File: config.mk
export PLATFORM = sky130hd
export DESIGN_NAME = pwr_mode_ctrl
export DESIGN_NICKNAME = d
export VERILOG_FILES = /design/src/rtl/pwr_mode_pkg.sv /design/src/rtl/pm_wake_qual.sv /design/src/rtl/pm_resume_timer.sv /design/src/rtl/pm_tmpl_bank.sv /design/src/rtl/pm_seq_fsm.sv /design/src/rtl/pwr_mode_ctrl.sv
export SDC_FILE = /design/constraint.sdc
export NUM_CORES = 1
export LEC_CHECK = 0
export BUFFER_PORTS_ARGS = -buffer_cell sky130_fd_sc_hd__buf_2
export CORE_UTILIZATION = 58
export DETAILED_ROUTE_END_ITERATION = 12
export GPL_TIMING_DRIVEN = 0
export PLACE_DENSITY = 0.83
export SYNTH_ARGS = -nofsm -noshare
export SYNTH_HDL_FRONTEND = slang
export SYNTH_SLANG_ARGS = --single-unit
File: constraint.sdc
create_clock -name clk -period 5.37 [get_ports clk]
set_clock_uncertainty 0.1 [all_clocks]
set_input_delay 0 -clock clk [delete_from_list [all_inputs] [get_ports clk]]
set_output_delay 0 -clock clk [all_outputs]
set_load 0.01 [all_outputs]
File: src/rtl/pwr_mode_pkg.sv
package pwr_mode_pkg;

  typedef enum logic [1:0] {
    PM_ACT = 2'b00,
    PM_ALT = 2'b01,
    PM_SLP = 2'b10,
    PM_HIB = 2'b11
  } pm_mode_e;

  typedef enum logic [1:0] {
    PH_RUN = 2'b00,
    PH_LOW = 2'b01,
    PH_RES = 2'b10
  } pm_phase_e;

  localparam int unsigned NUM_WAKE = 4;
  localparam int unsigned WK_INT  = 0;
  localparam int unsigned WK_SUP  = 1;
  localparam int unsigned WK_TICK = 2;
  localparam int unsigned WK_IO   = 3;

  // Sources allowed to wake the chip for a given mode
  function automatic logic [NUM_WAKE-1:0] wake_mask(pm_mode_e m);
    logic [NUM_WAKE-1:0] msk;
    msk = '1;
    if (m == PM_HIB) begin
      msk = '0;
      msk[WK_IO] = 1'b1;
    end
    return msk;
  endfunction

  function automatic logic is_low_power(pm_mode_e m);
    return (m == PM_SLP) || (m == PM_HIB);
  endfunction

endpackage

File: src/rtl/pm_wake_qual.sv
module pm_wake_qual
  import pwr_mode_pkg::*;
(
  input  logic [NUM_WAKE-1:0] src_i,
  input  pm_mode_e            mode_i,
  output logic                wake_o
);

  logic [NUM_WAKE-1:0] msk;
  logic [NUM_WAKE-1:0] hit;

  assign msk = wake_mask(mode_i);

  for (genvar g = 0; g < NUM_WAKE; g++) begin : g_src
    assign hit[g] = src_i[g] & msk[g];
  end

  assign wake_o = |hit;

endmodule

File: src/rtl/pm_resume_timer.sv
module pm_resume_timer #(
  parameter int unsigned CW = 7
) (
  input  logic          clk,
  input  logic          rst_n,
  input  logic          clr_i,
  input  logic          load_i,
  input  logic [CW-1:0] len_i,
  input  logic          tick_i,
  output logic          done_o
);

  logic [CW-1:0] cnt_q;
  logic          busy;

  assign busy   = (cnt_q != '0);
  assign done_o = busy && tick_i && (cnt_q == CW'(1));

  always_ff @(posedge clk or negedge rst_n) begin
    if (!rst_n) begin
      cnt_q <= '0;
    end else if (clr_i) begin
      cnt_q <= '0;
    end else if (load_i) begin
      cnt_q <= len_i;
    end else if (busy && tick_i) begin
      cnt_q <= cnt_q - CW'(1);
    end
  end

  // a new delay is only started once the previous one has ended
  p_load_idle_r7: assert property (@(posedge clk) disable iff (!rst_n)
    load_i |-> (cnt_q == '0));

  // the count only moves on reference ticks
  p_count_hold_r7: assert property (@(posedge clk) disable iff (!rst_n)
    (busy && !tick_i && !load_i && !clr_i) |=> $stable(cnt_q));

endmodule

File: src/rtl/pm_tmpl_bank.sv
module pm_tmpl_bank #(
  parameter int unsigned N_SUB   = 8,
  parameter logic [N_SUB-1:0] ACT_RST = '1,
  parameter logic [N_SUB-1:0] ALT_RST = '1
) (
  input  logic             clk,
  input  logic             rst_n,
  input  logic             sync_rst_i,
  input  logic             we_i,
  input  logic             sel_i,
  input  logic [N_SUB-1:0] wdata_i,
  input  logic             wake_evt_i,
  output logic [N_SUB-1:0] act_o,
  output logic [N_SUB-1:0] alt_o
);

  logic [N_SUB-1:0] act_q, alt_q;
  logic [N_SUB-1:0] act_d, alt_d;

  always_comb begin
    act_d = act_q;
    alt_d = alt_q;
    if (we_i && !sel_i) act_d = wdata_i;
    if (we_i &&  sel_i) alt_d = wdata_i;
    // a wakeup re-enables the CPU regardless of what firmware wrote
    if (wake_evt_i) act_d[0] = 1'b1;
  end

  always_ff @(posedge clk or negedge rst_n) begin
    if (!rst_n) begin
      act_q <= ACT_RST;
      alt_q <= ALT_RST;
    end else if (sync_rst_i) begin
      act_q <= ACT_RST;
      alt_q <= ALT_RST;
    end else begin
      act_q <= act_d;
      alt_q <= alt_d;
    end
  end

  assign act_o = act_q;
  assign alt_o = alt_q;

  // the CPU bit is set after any wakeup event
  p_wake_cpu_on_r8: assert property (@(posedge clk) disable iff (!rst_n)
    (wake_evt_i && !sync_rst_i) |=> act_q[0]);

endmodule

File: src/rtl/pm_seq_fsm.sv
module pm_seq_fsm
  import pwr_mode_pkg::*;
#(
  parameter int unsigned CW        = 7,
  parameter int unsigned SLP_TICKS = 15,
  parameter int unsigned HIB_TICKS = 99
) (
  input  logic          clk,
  input  logic          rst_n,
  input  logic          sync_rst_i,
  input  logic          req_valid_i,
  input  pm_mode_e      req_mode_i,
  input  logic          wake_hit_i,
  input  logic          timer_done_i,
  output pm_mode_e      mode_o,
  output logic          running_o,
  output logic          timer_load_o,
  output logic [CW-1:0] timer_len_o,
  output logic          wake_evt_o
);

  pm_phase_e ph_q, ph_d;
  pm_mode_e  mode_q, mode_d;
  logic      pend_v_q, pend_v_d;
  pm_mode_e  pend_m_q, pend_m_d;
  logic      eff_v;
  pm_mode_e  eff_m;

  function automatic logic [CW-1:0] resume_len(pm_mode_e m);
    return (m == PM_HIB) ? CW'(HIB_TICKS) : CW'(SLP_TICKS);
  endfunction

  assign eff_v       = req_valid_i | pend_v_q;
  assign eff_m       = req_valid_i ? req_mode_i : pend_m_q;
  assign timer_len_o = resume_len(mode_q);

  always_comb begin
    ph_d         = ph_q;
    mode_d       = mode_q;
    pend_v_d     = pend_v_q;
    pend_m_d     = pend_m_q;
    timer_load_o = 1'b0;
    wake_evt_o   = 1'b0;
    unique case (ph_q)
      PH_RUN: begin
        pend_v_d = 1'b0;
        if (wake_hit_i) begin
          mode_d     = PM_ACT;
          wake_evt_o = 1'b1;
        end else if (eff_v) begin
          mode_d = eff_m;
          if (is_low_power(eff_m)) ph_d = PH_LOW;
        end
      end
      PH_LOW: begin
        if (wake_hit_i) begin
          mode_d       = PM_ACT;
          ph_d         = PH_RES;
          timer_load_o = 1'b1;
          wake_evt_o   = 1'b1;
        end
      end
      PH_RES: begin
        if (req_valid_i) begin
          pend_v_d = 1'b1;
          pend_m_d = req_mode_i;
        end
        if (timer_done_i) ph_d = PH_RUN;
      end
      default: ph_d = PH_RUN;
    endcase
  end

  always_ff @(posedge clk or negedge rst_n) begin
    if (!rst_n) begin
      ph_q     <= PH_RUN;
      mode_q   <= PM_ACT;
      pend_v_q <= 1'b0;
      pend_m_q <= PM_ACT;
    end else if (sync_rst_i) begin
      ph_q     <= PH_RUN;
      mode_q   <= PM_ACT;
      pend_v_q <= 1'b0;
      pend_m_q <= PM_ACT;
    end else begin
      ph_q     <= ph_d;
      mode_q   <= mode_d;
      pend_v_q <= pend_v_d;
      pend_m_q <= pend_m_d;
    end
  end

  assign mode_o    = mode_q;
  assign running_o = (ph_q == PH_RUN);

  // the mode cannot leave Active while a resume delay is running
  p_hold_in_resume_r9: assert property (@(posedge clk) disable iff (!rst_n)
    (ph_q == PH_RES) |=> (mode_q == PM_ACT));

  // a request during the delay is remembered
  p_pend_latch_r9: assert property (@(posedge clk) disable iff (!rst_n)
    (ph_q == PH_RES && req_valid_i && !sync_rst_i) |=> pend_v_q);

  // the timer end returns the sequencer to running
  p_done_runs_r7: assert property (@(posedge clk) disable iff (!rst_n)
    (timer_done_i && !sync_rst_i) |=> (ph_q == PH_RUN));

endmodule

File: src/rtl/pwr_mode_ctrl.sv
module pwr_mode_ctrl
  import pwr_mode_pkg::*;
#(
  parameter int unsigned N_SUB     = 8,
  parameter int unsigned SLP_TICKS = 15,
  parameter int unsigned HIB_TICKS = 99,
  parameter logic [N_SUB-1:0] ACT_RST = '1,
  parameter logic [N_SUB-1:0] ALT_RST = 8'hFC
) (
  input  logic             clk,
  input  logic             rst_n,
  input  logic             xres_i,
  input  logic             wdt_rst_i,
  input  logic             ref_tick_i,
  input  logic             req_valid_i,
  input  logic [1:0]       req_mode_i,
  input  logic             tmpl_we_i,
  input  logic             tmpl_sel_i,
  input  logic [N_SUB-1:0] tmpl_wdata_i,
  input  logic             wake_int_i,
  input  logic             wake_sup_i,
  input  logic             wake_tick_i,
  input  logic             wake_io_i,
  output logic [1:0]       mode_o,
  output logic [N_SUB-2:0] sub_en_o,
  output logic             cpu_en_o,
  output logic             ready_o
);

  localparam int unsigned MAX_TICKS = (SLP_TICKS > HIB_TICKS) ? SLP_TICKS : HIB_TICKS;
  localparam int unsigned CW        = $clog2(MAX_TICKS + 1);

  logic                sync_rst;
  logic [NUM_WAKE-1:0] wake_src;
  logic                wake_hit;
  logic                wake_evt;
  logic                timer_load;
  logic                timer_done;
  logic [CW-1:0]       timer_len;
  logic                running;
  pm_mode_e            mode;
  logic [N_SUB-1:0]    act_tmpl, alt_tmpl, sel_tmpl;

  assign sync_rst = xres_i | wdt_rst_i;

  always_comb begin
    wake_src          = '0;
    wake_src[WK_INT]  = wake_int_i;
    wake_src[WK_SUP]  = wake_sup_i;
    wake_src[WK_TICK] = wake_tick_i;
    wake_src[WK_IO]   = wake_io_i;
  end

  pm_wake_qual u_wake (
    .src_i  (wake_src),
    .mode_i (mode),
    .wake_o (wake_hit)
  );

  pm_seq_fsm #(
    .CW        (CW),
    .SLP_TICKS (SLP_TICKS),
    .HIB_TICKS (HIB_TICKS)
  ) u_fsm (
    .clk          (clk),
    .rst_n        (rst_n),
    .sync_rst_i   (sync_rst),
    .req_valid_i  (req_valid_i),
    .req_mode_i   (pm_mode_e'(req_mode_i)),
    .wake_hit_i   (wake_hit),
    .timer_done_i (timer_done),
    .mode_o       (mode),
    .running_o    (running),
    .timer_load_o (timer_load),
    .timer_len_o  (timer_len),
    .wake_evt_o   (wake_evt)
  );

  pm_resume_timer #(.CW(CW)) u_timer (
    .clk    (clk),
    .rst_n  (rst_n),
    .clr_i  (sync_rst),
    .load_i (timer_load),
    .len_i  (timer_len),
    .tick_i (ref_tick_i),
    .done_o (timer_done)
  );

  pm_tmpl_bank #(
    .N_SUB   (N_SUB),
    .ACT_RST (ACT_RST),
    .ALT_RST (ALT_RST)
  ) u_tmpl (
    .clk        (clk),
    .rst_n      (rst_n),
    .sync_rst_i (sync_rst),
    .we_i       (tmpl_we_i),
    .sel_i      (tmpl_sel_i),
    .wdata_i    (tmpl_wdata_i),
    .wake_evt_i (wake_evt),
    .act_o      (act_tmpl),
    .alt_o      (alt_tmpl)
  );

  assign sel_tmpl = (mode == PM_ALT) ? alt_tmpl : act_tmpl;

  for (genvar g = 0; g < N_SUB - 1; g++) begin : g_gate
    assign sub_en_o[g] = running & sel_tmpl[g+1];
  end

  assign cpu_en_o = running & sel_tmpl[0];
  assign mode_o   = mode;
  assign ready_o  = running;

  // any synchronous reset lands in Active with ready high
  p_reset_active_r1: assert property (@(posedge clk) disable iff (!rst_n)
    sync_rst |=> (mode_o == PM_ACT && ready_o));

  // low-power modes drive every enable low
  p_low_gated_r4: assert property (@(posedge clk) disable iff (!rst_n)
    is_low_power(pm_mode_e'(mode_o)) |-> (sub_en_o == '0 && !cpu_en_o && !ready_o));

  // hibernate is left only through the I/O interrupt or a reset
  p_hib_io_only_r6: assert property (@(posedge clk) disable iff (!rst_n)
    (mode_o == PM_HIB && !wake_io_i && !sync_rst) |=> (mode_o == PM_HIB));

  // a sleep wakeup forces Active on the next edge
  p_sleep_wake_r5: assert property (@(posedge clk) disable iff (!rst_n)
    (mode_o == PM_SLP && (wake_int_i || wake_sup_i || wake_tick_i || wake_io_i))
      |=> (mode_o == PM_ACT));

endmodule

==> key figures, run 1 <==
Status
  – Status: finished, final reports clean

Clock tree
  – CTS max path bufs: 2
  – Root Driver: clkbuf_4
  – Post-CTS Setup Bufs: 0
  – Htree depth: 2
  – Clock latency on the worst-skew pair: approximately 0.33 ns
  – Clock sink count: 30
  – CTS tree: built
  – Clk slew on worst S/H paths: 0.09 ns
  – Cts bufs inserted: 5

STA
  – RSZ-0062 raised after global routing: false
  – Hold Fails Final Rpt: 0
  – # setup viols final: 0
  – Hold Slack: 0.0520 ns
  – Max-slew headroom: approximately 53%
  – Period utilisation layout: between 30 and 40%
  – Slew @ Worst Pin: ~0.7 ns
  – Min Clock Period, post-route: around 2.1 ns
  – TNS Setup: 0 ns
  – Fin. max-slew vios: 0
  – Max Clk Rate: approximately 470 MHz

Layout
  – Commonest non-fill, non-tap cells in the layout: nand2_1 (39), buf_2 (33), nor2_1 (20)
  – Most common cell after layout, fill and taps aside: nand2_1
  – Synth-to-layout area growth: 28.3%
  – Design area: about 2100 µm²
  – Ant diodes: 0
  – Layout cells sized above 1: about 26%
  – Nets: ~270

Placement
  – DP Wirelength: ~2.7 mm
  – Port-buffer cells: 32
  – Placed cell areas: about 1800 µm²
  – Routability cong.: 0.843

GRT
  – First-pass GRT wire length: between 7 and 8 mm
  – GRT Util Overall: between 20% and 30%
  – GRT overflow: 0
  – Number of global-route vias before repair: about 1,600
  – Largest net degree at the start of global routing: 31
  – Initial antenna violation count: 0

Drt
  – Via-per-instance ratio: about 5.9
  – DRC Markers: 0
  – Initial DRC Count: slightly above 90
  – TritonRoute pass-1 iters: 4
  – WL/cell: approximately 15 µm
  – Detail Route Antenna Nets: 0
  – Wirelength, routed: 4.16 mm
  – Via count: approximately 1,600

Die
  – # rows: 18
  – Initial Utilization: a little under two thirds
  – Core area: between 2000 and 3000 µm²
  – Die X: 55.3 µm
  – Die footprint: between 3000 and 4000 µm²
  – IO Pins: 33
  – Die Y: 55.3 µm

Synth
  – Number of flops mapped to enable cells by yosys: 0
  – Synthesized Nets: 210
  – Adder-Cell Fraction of Synth Area: about 2.3%
  – Netlist cell types: 35
  – Part of the Yosys area used for sequential elements: between 40 and 50%
  – Post-synth top area share: 24.3%
  – Mapped cell area: 1650 µm²
  – Syn avg cell area: between 8 and 9 µm²
  – Area contributors post-synth: dfrtp_1 (24%), dfstp_2 (22%), nand2_1 (8.9%), mux2i_1 (7.3%), nand3_1 (4.9%)
  – Mapped Cells: between 150 and 200
  – Ys async rst share: between 90% and 100%
  – Prevailing post-synth register cell: dfrtp_1
  – Area leader, netlist: dfrtp_1
  – Post-synthesis simple-gate area fraction: 28.5%
  – Mux share of post-synthesis cell area: 8.21%
  – Post-synthesis xor/xnor area fraction: 0.532%
  – Compound-gate portion of the synthesized area: about 11%
  – Syn. warnings: 0
  – Largest family of logic cells by synthesized area: simple AND/OR/NAND/NOR gates
  – Seq cells post-synth: 30

Worst setup path
  – CP Capture Type: register
  – Crit-path max FO: 10
  – CP startpoint kind: register
  – Worst path arrival time: approximately 2.2 ns
  – Crit path cell chain: or4_4 -> o21ai_4 -> mux2_4 -> a32o_1
  – Critical path type: reg -> reg
  – Worst Path Required: ~5.5 ns
  – Slowest CP cell: or4_4
  – Worst path max stage delay: between 0.5 and 0.6 ns

Worst hold path
  – HP Class: in -> reg

Flow run
  – Max_cap viols: 0

Pwr
  – Peak supply drop: about 0.23 mV
  – Leak: around 0.95 nW
  – Pwr dens: roughly 240 nW/µm²
## registers in the layout, summed over array words and instances (netlist names)
signal / cells
u_fsm.mode_o: 2
u_tmpl.alt_o: 8
u_tmpl.act_o: 8
u_timer.cnt_q: 7
u_fsm.pend_v_q: 1
u_fsm.ph_q: 2
u_fsm.pend_m_q: 2
## timing repair
action | 4_1_cts | 5_1_grt
hold buffers | 19 | 0
endpoints found under the hold margin | 53 | 0
resized for setup | 0 | 0
## critical path: cells and delay by family, from the launching register on
kind,cells,cell delay [ns]
AO/OA/AOI/OAI,2,0.57
flip-flops,1,0.45
multiplexers,1,0.34
AND/OR/NAND/NOR,1,0.56
## layer usage
metal  part of all wire, %  track usage, %  vias to the layer above
met5                     0               0                        -
met4                   2.8            14.3                        0
met3                   5.4            7.03                       17
met2                    50            48.4                       60
met1                    42            37.5                      778
li1                      -               -                      760
## cell families after synthesis
group | after synthesis
and+or+nand+nor | 99
DFF | 30
AOI/OAI and AO/OA | 27
muxes | 13
buffers and inverters | 12
adders and majority gates | 3
xor gates and xnor gates | 1
## synth_stat cells (4+ instances only)
cell type	number
nand2b_1	4
clkbuf_1	8
nand2_1	39
o21ai_0	7
dfstp_2	14
nor2_1	20
nand3_1	16
nor2b_1	4
a21oi_1	10
dfrtp_1	16
mux2i_1	12
## power by group
part / internal (W) / switching, W
sequential: 0.000236 / 0.00000682
clock: 0.0000894 / 0.0000813
combinational: 0.0000498 / 0.0000537
total: 0.000375 / 0.000142
## stage by stage
stage                     power (W)  std cells  util [%]  setup WS [ns]
after floorplan            0.000307        185         -           3.43
after global placement     0.000332        247      71.2           3.34
after detailed placement   0.000338        247      71.2           3.28
after CTS                  0.000516        274      81.6           3.27
after global routing       0.000539        274      81.6           3.20
final                      0.000517        274      81.6           3.25
## final cells by class
| class | instances | area (µm²) |
|---|---|---|
| Multi-Input combinational cell | 143 | 832 |
| Sequential cell | 30 | 768 |
| Fill cell | 182 | 477 |
| Timing Repair Buffer | 51 | 350 |
| Clock buffer | 8 | 78.8 |
| Tap cell | 30 | 37.5 |
| Buffer | 9 | 35.0 |
| Inverter | 3 | 11.3 |
## final timing paths
| check | startpoint | end | slack, ns | cells past startpoint |
|---|---|---|---|---|
| max in group asynchronous | rst_n | u_timer.cnt_q[3] | 4.61 | 2 |
| worst min-delay path | tmpl_we_i | u_tmpl.alt_o[7] | 0.05 | 4 |
| min in group asynchronous | rst_n | u_fsm.pend_m_q[1] | 0.12 | 2 |
| worst min register to register | u_tmpl.alt_o[7] | u_tmpl.alt_o[7] | 0.39 | 2 |
| worst max register to register | u_timer.cnt_q[3] | u_timer.cnt_q[3] | 3.25 | 4 |
| worst max-delay path | u_timer.cnt_q[3] | u_timer.cnt_q[3] | 3.25 | 4 |
(Power assumes the default switching activity.)
==> run 2, diff against run 1 <==
CORE_UTILIZATION = 49   (was 58)
PLACE_DENSITY = 0.74   (was 0.83)
clock period = 1.7 ns   (was 5.37 ns; I/O delays follow)
==> run 2 against run 1 <==
  * The flow now finishes with violations (setup timing)
  * Global-route usage fell by 3.1 points
  * Die area rose by 18%
  * Sequential power rose to 3.1 times the previous value
  * Flip-flop and latch count did not move
  * Cell count rose by 6.6%
  * Core utilization fell by 12 points
  * Register-to-register slack got worse by 3.4 ns
  * Clock power rose to 2.6 times the previous value
  * Highest routed layer unchanged
  * Clock-buffer cell count fell by 1
  * Via count rose by 0.74%
  * Wire length rose by 2.7%
  * Critical path type unchanged
  * Total power rose to 3.1 times the previous value
  * Critical endpoint unchanged
==> key figures, run 2 (same netlist as run 1, synthesis figures left out) <==
Layout
  – Nets: 272 (was 268)
  – Ant diodes: 0 (unchanged)
  – Multi-input gate area: 853 µm² (was 832 µm²)
  – Fin util: 69.5% (was 81.6%)
  – Commonest non-fill, non-tap cells in the layout: nand2_1 (39), buf_2 (33), nor2_1 (19) (was nand2_1 (39), buf_2 (33), nor2_1 (20))
  – Design area: 2170 µm² (was 2110 µm²)
  – Fill count: 250 (was 182)
  – FF/Latch Area: 771 µm² (was 768 µm²)
  – Synth-to-layout area growth: 32.0% (was 28.3%)
  – Most common cell after layout, fill and taps aside: nand2_1 (unchanged)
  – Layout cells sized above 1: 31.9% (was 25.8%)

Die
  – Core area: 3130 µm² (was 2590 µm²)
  – Die Y: 60.0 µm (was 55.3 µm)
  – Die X: 60.0 µm (was 55.3 µm)
  – # rows: 20 (was 18)
  – Initial Utilization: 52.6% (was 63.6%)
  – IO Pins: 33 (unchanged)
  – Die footprint: 3600 µm² (was 3060 µm²)

Placement
  – Port-buffer cells: 32 (unchanged)
  – Routability cong.: 0.853 (was 0.843)
  – DP Wirelength: 2.79 mm (was 2.71 mm)
  – Placed cell areas: 1860 µm² (was 1840 µm²)

Clock tree
  – Clk slew on worst S/H paths: 0.09 ns (about the same)
  – Cts bufs inserted: 5 (unchanged)
  – Clock sink count: 30 (unchanged)
  – CTS tree: built (unchanged)
  – Htree depth: 2 (unchanged)
  – Clock latency on the worst-skew pair: 0.33 ns (about the same)
  – Root Driver: clkbuf_4 (unchanged)
  – CTS max path bufs: 2 (unchanged)

STA
  – Max-slew headroom: 55.8% (was 53.3%)
  – Slew @ Worst Pin: 0.662 ns (was 0.698 ns)
  – Hold Slack: 0.0246 ns (was 0.0520 ns)
  – RSZ-0062 raised after global routing: true (was false)
  – Fin. max-slew vios: 0 (unchanged)
  – Final worst setup slack: -0.195 ns (was 3.25 ns)
  – Max Clk Rate: 528 MHz (was 473 MHz)
  – Hold Fails Final Rpt: 0 (unchanged)
  – Min Clock Period, post-route: 1.90 ns (was 2.12 ns)
  – Period utilisation layout: 111% (was 39.4%)
  – # setup viols final: 6 (was 0)

Drt
  – TritonRoute pass-1 iters: 4 (unchanged)
  – Detail Route Antenna Nets: 0 (unchanged)
  – DRC Markers: 0 (unchanged)
  – Via-per-instance ratio: 5.57 (was 5.89)
  – Initial DRC Count: 127 (was 91)
  – Wirelength, routed: 4.27 mm (was 4.16 mm)
  – Via count: 1,627 (was 1,615)
  – WL/cell: 14.6 µm (was 15.2 µm)

Worst setup path
  – CP top delay family: simple AND/OR/NAND/NOR gates (was compound AO/OA/AOI/OAI gates)
  – Worst path arrival time: 2.02 ns (was 2.24 ns)
  – Worst path max stage delay: 0.56 ns (about the same)
  – Critical path type: reg -> reg (unchanged)
  – CP startpoint kind: register (unchanged)
  – Worst Path Required: 1.83 ns (was 5.49 ns)
  – CP Capture Type: register (unchanged)
  – Crit-path max FO: 3 (was 10)
  – CP bufs+invs: 0 (unchanged)
  – Slowest CP cell: or4_4 (unchanged)
  – Crit path cell chain: or4_4 -> o21ai_4 -> mux2_4 -> a32o_1 (unchanged)

GRT
  – Most used routing layer in global routing: met2 (unchanged)
  – GRT Util Overall: 26.7% (was 29.8%)
  – Number of global-route vias before repair: 1,577 (was 1,606)
  – First-pass GRT wire length: 6.98 mm (was 7.03 mm)
  – GRT overflow: 0 (unchanged)
  – Largest net degree at the start of global routing: 31 (unchanged)
  – GRT met2 Usage: 45.4% (was 48.4%)
  – M1 GR Usage: 33.3% (was 37.5%)
  – Met3 usage: 4.33% (was 7.03%)
  – Initial antenna violation count: 0 (unchanged)

Worst hold path
  – HP Class: in -> reg (unchanged)

Flow run
  – Max_cap viols: 0 (unchanged)

Status
  – Failing checks: setup timing
  – Status: complete, but fails checks (was finished, final reports clean)

Pwr
  – Peak supply drop: 0.508 mV (was 0.235 mV)
  – Pwr dens: 729 nW/µm² (was 245 nW/µm²)
  – Leak: 0.979 nW (was 0.948 nW)
[run 2: cell types whose count changed in the layout (fill, tap and decap cells not counted), sizes merged]
| cell | delta |
|---|---|
| dlygate4sd3 | -3 |
| buf | +10 |
| clkinv | +1 |
| clkbuf | -4 |
[run 2: worst paths after layout]
check	from	cells past startpoint	slack (ns)	end
max	u_timer.cnt_q[2]	4	-0.20	u_timer.cnt_q[3]
min	ref_tick_i	4	0.02	u_fsm.ph_q[1]
max reg2reg	u_timer.cnt_q[2]	4	-0.20	u_timer.cnt_q[3]
min reg2reg	u_tmpl.alt_o[3]	2	0.39	u_tmpl.alt_o[3]
max in group asynchronous	rst_n	2	0.90	u_timer.cnt_q[2]
min in group asynchronous	rst_n	2	0.12	u_fsm.pend_m_q[1]
[run 2: timing repair]
item / 4_1_cts / 5_1_grt
hold buffers: 16 / 0
hold endpoints to repair: 52 / 0
buffers inserted: 7 / 2
gates resized for setup: 4 / 10
pin swaps: 1 / 4
setup endpoints to repair: 15 / 19
[run 2: area by class of cell]
cell class / instances / area share [%]
multi-input combinational: 143 / 39.3
sequential: 30 / 35.5
timing repair buffer: 57 / 17.8
clock buffer: 7 / 2.53
tap: 44 / 2.53
buffer: 7 / 1.61
inverter: 3 / 0.518
clock inverter: 1 / 0.230
[run 2: stage by stage]
stage          cells  setup TNS (ns)  power (W)  worst slack (ns)
6_report         292          -0.623    0.00158            -0.195
5_1_grt          292          -0.984    0.00165            -0.223
4_1_cts          291          -0.633    0.00157            -0.211
3_5_place_dp     261          -0.633    0.00107            -0.308
3_3_place_gp     261          -0.503    0.00105            -0.289
2_1_floorplan    185          -0.252   0.000969            -0.196
[run 2: worst min-delay path: stages]
cell	delay [ns]
buf_2	0.14
a41oi_1	0.15
nand2_1	0.08
a21oi_1	0.06
[run 2: power breakdown]
part,switching [W],internal (W),leakage (nW)
Sequential,0.0000156,0.000745,0.367
Combinational,0.000184,0.000186,0.576
Clock,0.000253,0.000200,0.0353
Total,0.000453,0.00113,0.979
[run 2: routing by layer]
layer  vias up  share of wire [%]
li1        769                  -
met1       796                 41
met2        51                 52
met3        11                4.4
met4         0                2.6
met5         -                  0
==> run 3, diff against run 2 <==
--- a/config.mk
+++ b/config.mk
@@ -10,5 +10,5 @@
 export DETAILED_ROUTE_END_ITERATION = 12
 export GPL_TIMING_DRIVEN = 0
-export PLACE_DENSITY = 0.74
+export PLACE_DENSITY = 0.75
 export SYNTH_ARGS = -nofsm -noshare
 export SYNTH_HDL_FRONTEND = slang
==> constraint.sdc (replaced) <==
create_clock -name clk -period 1.7 [get_ports clk]
set_clock_uncertainty 0.1 [all_clocks]
set_input_delay 0.255 -clock clk [delete_from_list [all_inputs] [get_ports clk]]
set_output_delay 0.255 -clock clk [all_outputs]
set_load 0.01 [all_outputs]
==> run 3 against run 2 <==
  * The flow still finishes with violations (setup timing)
  * Total power shrank 4.0%
  * Flip-flop and latch count is the same
  * Sequential share of layout area grew 2.4 points
  * Sequential power is essentially flat
  * First-iteration DRC count shrank 25%
  * Setup slack gained 0.039 ns
  * Hold slack gained 0.020 ns
  * Core utilization shrank 4.2 points
  * Combinational power shrank 14%
  * Via count shrank 7.1%
  * Register-to-register slack gained 0.04 ns
  * Die area is the same
  * Critical endpoint unchanged
  * Largest cell class unchanged
==> key figures, run 3 (same netlist as run 1, synthesis figures left out) <==
STA
  – Hold Slack: 0.0444 ns (was 0.0246 ns)
  – Fin. max-slew vios: 0 (unchanged)
  – Final worst setup slack: -0.156 ns (was -0.195 ns)
  – Max-slew headroom: 55.1% (was 55.8%)
  – Period utilisation layout: 109% (was 111%)
  – TNS Setup: -0.991 ns (was -0.623 ns)
  – Slew @ Worst Pin: 0.674 ns (was 0.662 ns)
  – RSZ-0062 raised after global routing: true (unchanged)
  – Max Clk Rate: 539 MHz (was 528 MHz)
  – Min Clock Period, post-route: 1.86 ns (was 1.90 ns)
  – Hold Fails Final Rpt: 0 (unchanged)
  – # setup viols final: 14 (was 6)

Clock tree
  – CTS max path bufs: 2 (unchanged)
  – Htree depth: 2 (unchanged)
  – Clock sink count: 30 (unchanged)
  – Clk slew on worst S/H paths: 0.09 ns (about the same)
  – CTS tree: built (unchanged)
  – Root Driver: clkbuf_4 (unchanged)
  – Clock latency on the worst-skew pair: 0.34 ns (was 0.33 ns)
  – Cts bufs inserted: 5 (unchanged)

Drt
  – Via count: 1,511 (was 1,627)
  – Via-per-instance ratio: 5.40 (was 5.57)
  – WL/cell: 13.8 µm (was 14.6 µm)
  – TritonRoute pass-1 iters: 4 (unchanged)
  – DRC Markers: 0 (unchanged)
  – Wirelength, routed: 3.87 mm (was 4.27 mm)
  – Initial DRC Count: 95 (was 127)
  – Detail Route Antenna Nets: 0 (unchanged)

Worst setup path
  – Critical path type: reg -> reg (unchanged)
  – Worst path arrival time: 1.98 ns (was 2.02 ns)
  – Worst Path Required: 1.82 ns (was 1.83 ns)
  – CP Capture Type: register (unchanged)
  – CP startpoint kind: register (unchanged)
  – Crit-path max FO: 2 (was 3)

Pwr
  – Sequential share of power: 50.0% (was 48.0%)
  – Leak: 0.934 nW (was 0.979 nW)
  – Peak supply drop: 0.584 mV (was 0.508 mV)
  – Sw Share: 28.1% (was 28.6%)
  – Internal: 0.00109 W (was 0.00113 W)
  – Pwr dens: 745 nW/µm² (was 729 nW/µm²)
  – Clock Power Share: 29.1% (was 28.6%)
  – Sw Pwr: 0.000427 W (was 0.000453 W)
  – Comb pwr share: 20.9% (was 23.4%)

Die
  – Die footprint: 3600 µm² (unchanged)
  – # rows: 20 (unchanged)
  – IO Pins: 33 (unchanged)
  – Initial Utilization: 52.6% (unchanged)
  – Core area: 3130 µm² (unchanged)
  – Die X: 60.0 µm (unchanged)
  – Die Y: 60.0 µm (unchanged)

Layout
  – FF/Latch Area: 772 µm² (was 771 µm²)
  – Layout cells sized above 1: 33.9% (was 31.9%)
  – Ant diodes: 0 (unchanged)
  – Nets: 260 (was 272)
  – Fill count: 290 (was 250)
  – Most common cell after layout, fill and taps aside: nand2_1 (unchanged)
  – Synth-to-layout area growth: 23.9% (was 32.0%)
  – Multi-input gate area: 851 µm² (was 853 µm²)
  – Commonest non-fill, non-tap cells in the layout: nand2_1 (39), buf_2 (33), nor2_1 (20) (was nand2_1 (39), buf_2 (33), nor2_1 (19))
  – Design area: 2040 µm² (was 2170 µm²)

GRT
  – Largest net degree at the start of global routing: 31 (unchanged)
  – Number of global-route vias before repair: 1,396 (was 1,577)
  – First-pass GRT wire length: 6.09 mm (was 6.98 mm)
  – GRT Util Overall: 23.5% (was 26.7%)
  – Initial antenna violation count: 0 (unchanged)
  – GRT overflow: 0 (unchanged)

Status
  – Failing checks: setup timing (unchanged)
  – Status: complete, but fails checks (unchanged)

Placement
  – Routability cong.: 0.828 (was 0.853)
  – Placed cell areas: 1860 µm² (unchanged)
  – DP Wirelength: 2.48 mm (was 2.79 mm)
  – Port-buffer cells: 32 (unchanged)

Flow run
  – Max_cap viols: 0 (unchanged)

Worst hold path
  – HP Class: in -> reg (unchanged)
run 3: per-stage QoR:
| stage | setup WS, ns | power (W) | util, % | instances |
|---|---|---|---|---|
| final | -0.156 | 0.00152 | 65.2 | 280 |
| after global routing | -0.193 | 0.00160 | 65.2 | 280 |
| after CTS | -0.175 | 0.00153 | 64.5 | 278 |
| after detailed placement | -0.315 | 0.00106 | 59.5 | 261 |
| after global placement | -0.293 | 0.00106 | 59.5 | 261 |
| after floorplan | -0.196 | 0.000969 | - | 185 |
run 3: critical path, stage by stage (launching register included):
cell,delay [ns]
dfrtp_1,0.40
or4_4,0.55
o21ai_4,0.16
mux2_4,0.32
a32o_1,0.22
run 3: what timing repair did:
item,CTS,global route
buffers inserted,10,1
hold buffers,1,0
endpoints found under the hold margin,16,0
cloned,0,1
pin swaps,2,4
resized for setup,8,4
setup endpoints to repair,15,15
run 3: final timing paths:
path,start,end,slack (ns),cells past startpoint
max in group asynchronous,rst_n,u_timer.cnt_q[2],0.64,2
worst max-delay path,u_timer.cnt_q[3],u_timer.cnt_q[3],-0.16,4
worst min register to register,u_tmpl.alt_o[3],u_tmpl.alt_o[3],0.39,2
worst min-delay path,tmpl_wdata_i[6],u_tmpl.alt_o[6],0.04,3
min in group asynchronous,rst_n,u_timer.cnt_q[6],0.38,2
worst max register to register,u_timer.cnt_q[3],u_timer.cnt_q[3],-0.16,4
run 3: layout make-up:
cell class	instances	area share, %
Inverter	3	0.552
Tap cell	44	2.70
Buffer	7	1.90
Clock buffer	7	2.70
Timing Repair Buffer	44	12.4
Multi-Input combinational cell	144	41.7
Clock inverter	1	0.245
Sequential cell	30	37.8
run 3: layer usage:
layer / global-route usage, % / wire length (µm)
met1: 30.5 / 1830
met5: 0 / 0
met3: 6.49 / 192
met2: 37.3 / 1790
met4: 9.30 / 53
run 3: power by group through the flow:
stage / Clock [W] / Combinational [W] / Sequential, W
floorplan: 0 / 0.000197 / 0.000772
global placement: 0 / 0.000281 / 0.000777
detailed placement: 0 / 0.000285 / 0.000778
CTS: 0.000456 / 0.000317 / 0.000759
global route: 0.000485 / 0.000353 / 0.000762
finish: 0.000443 / 0.000318 / 0.000760
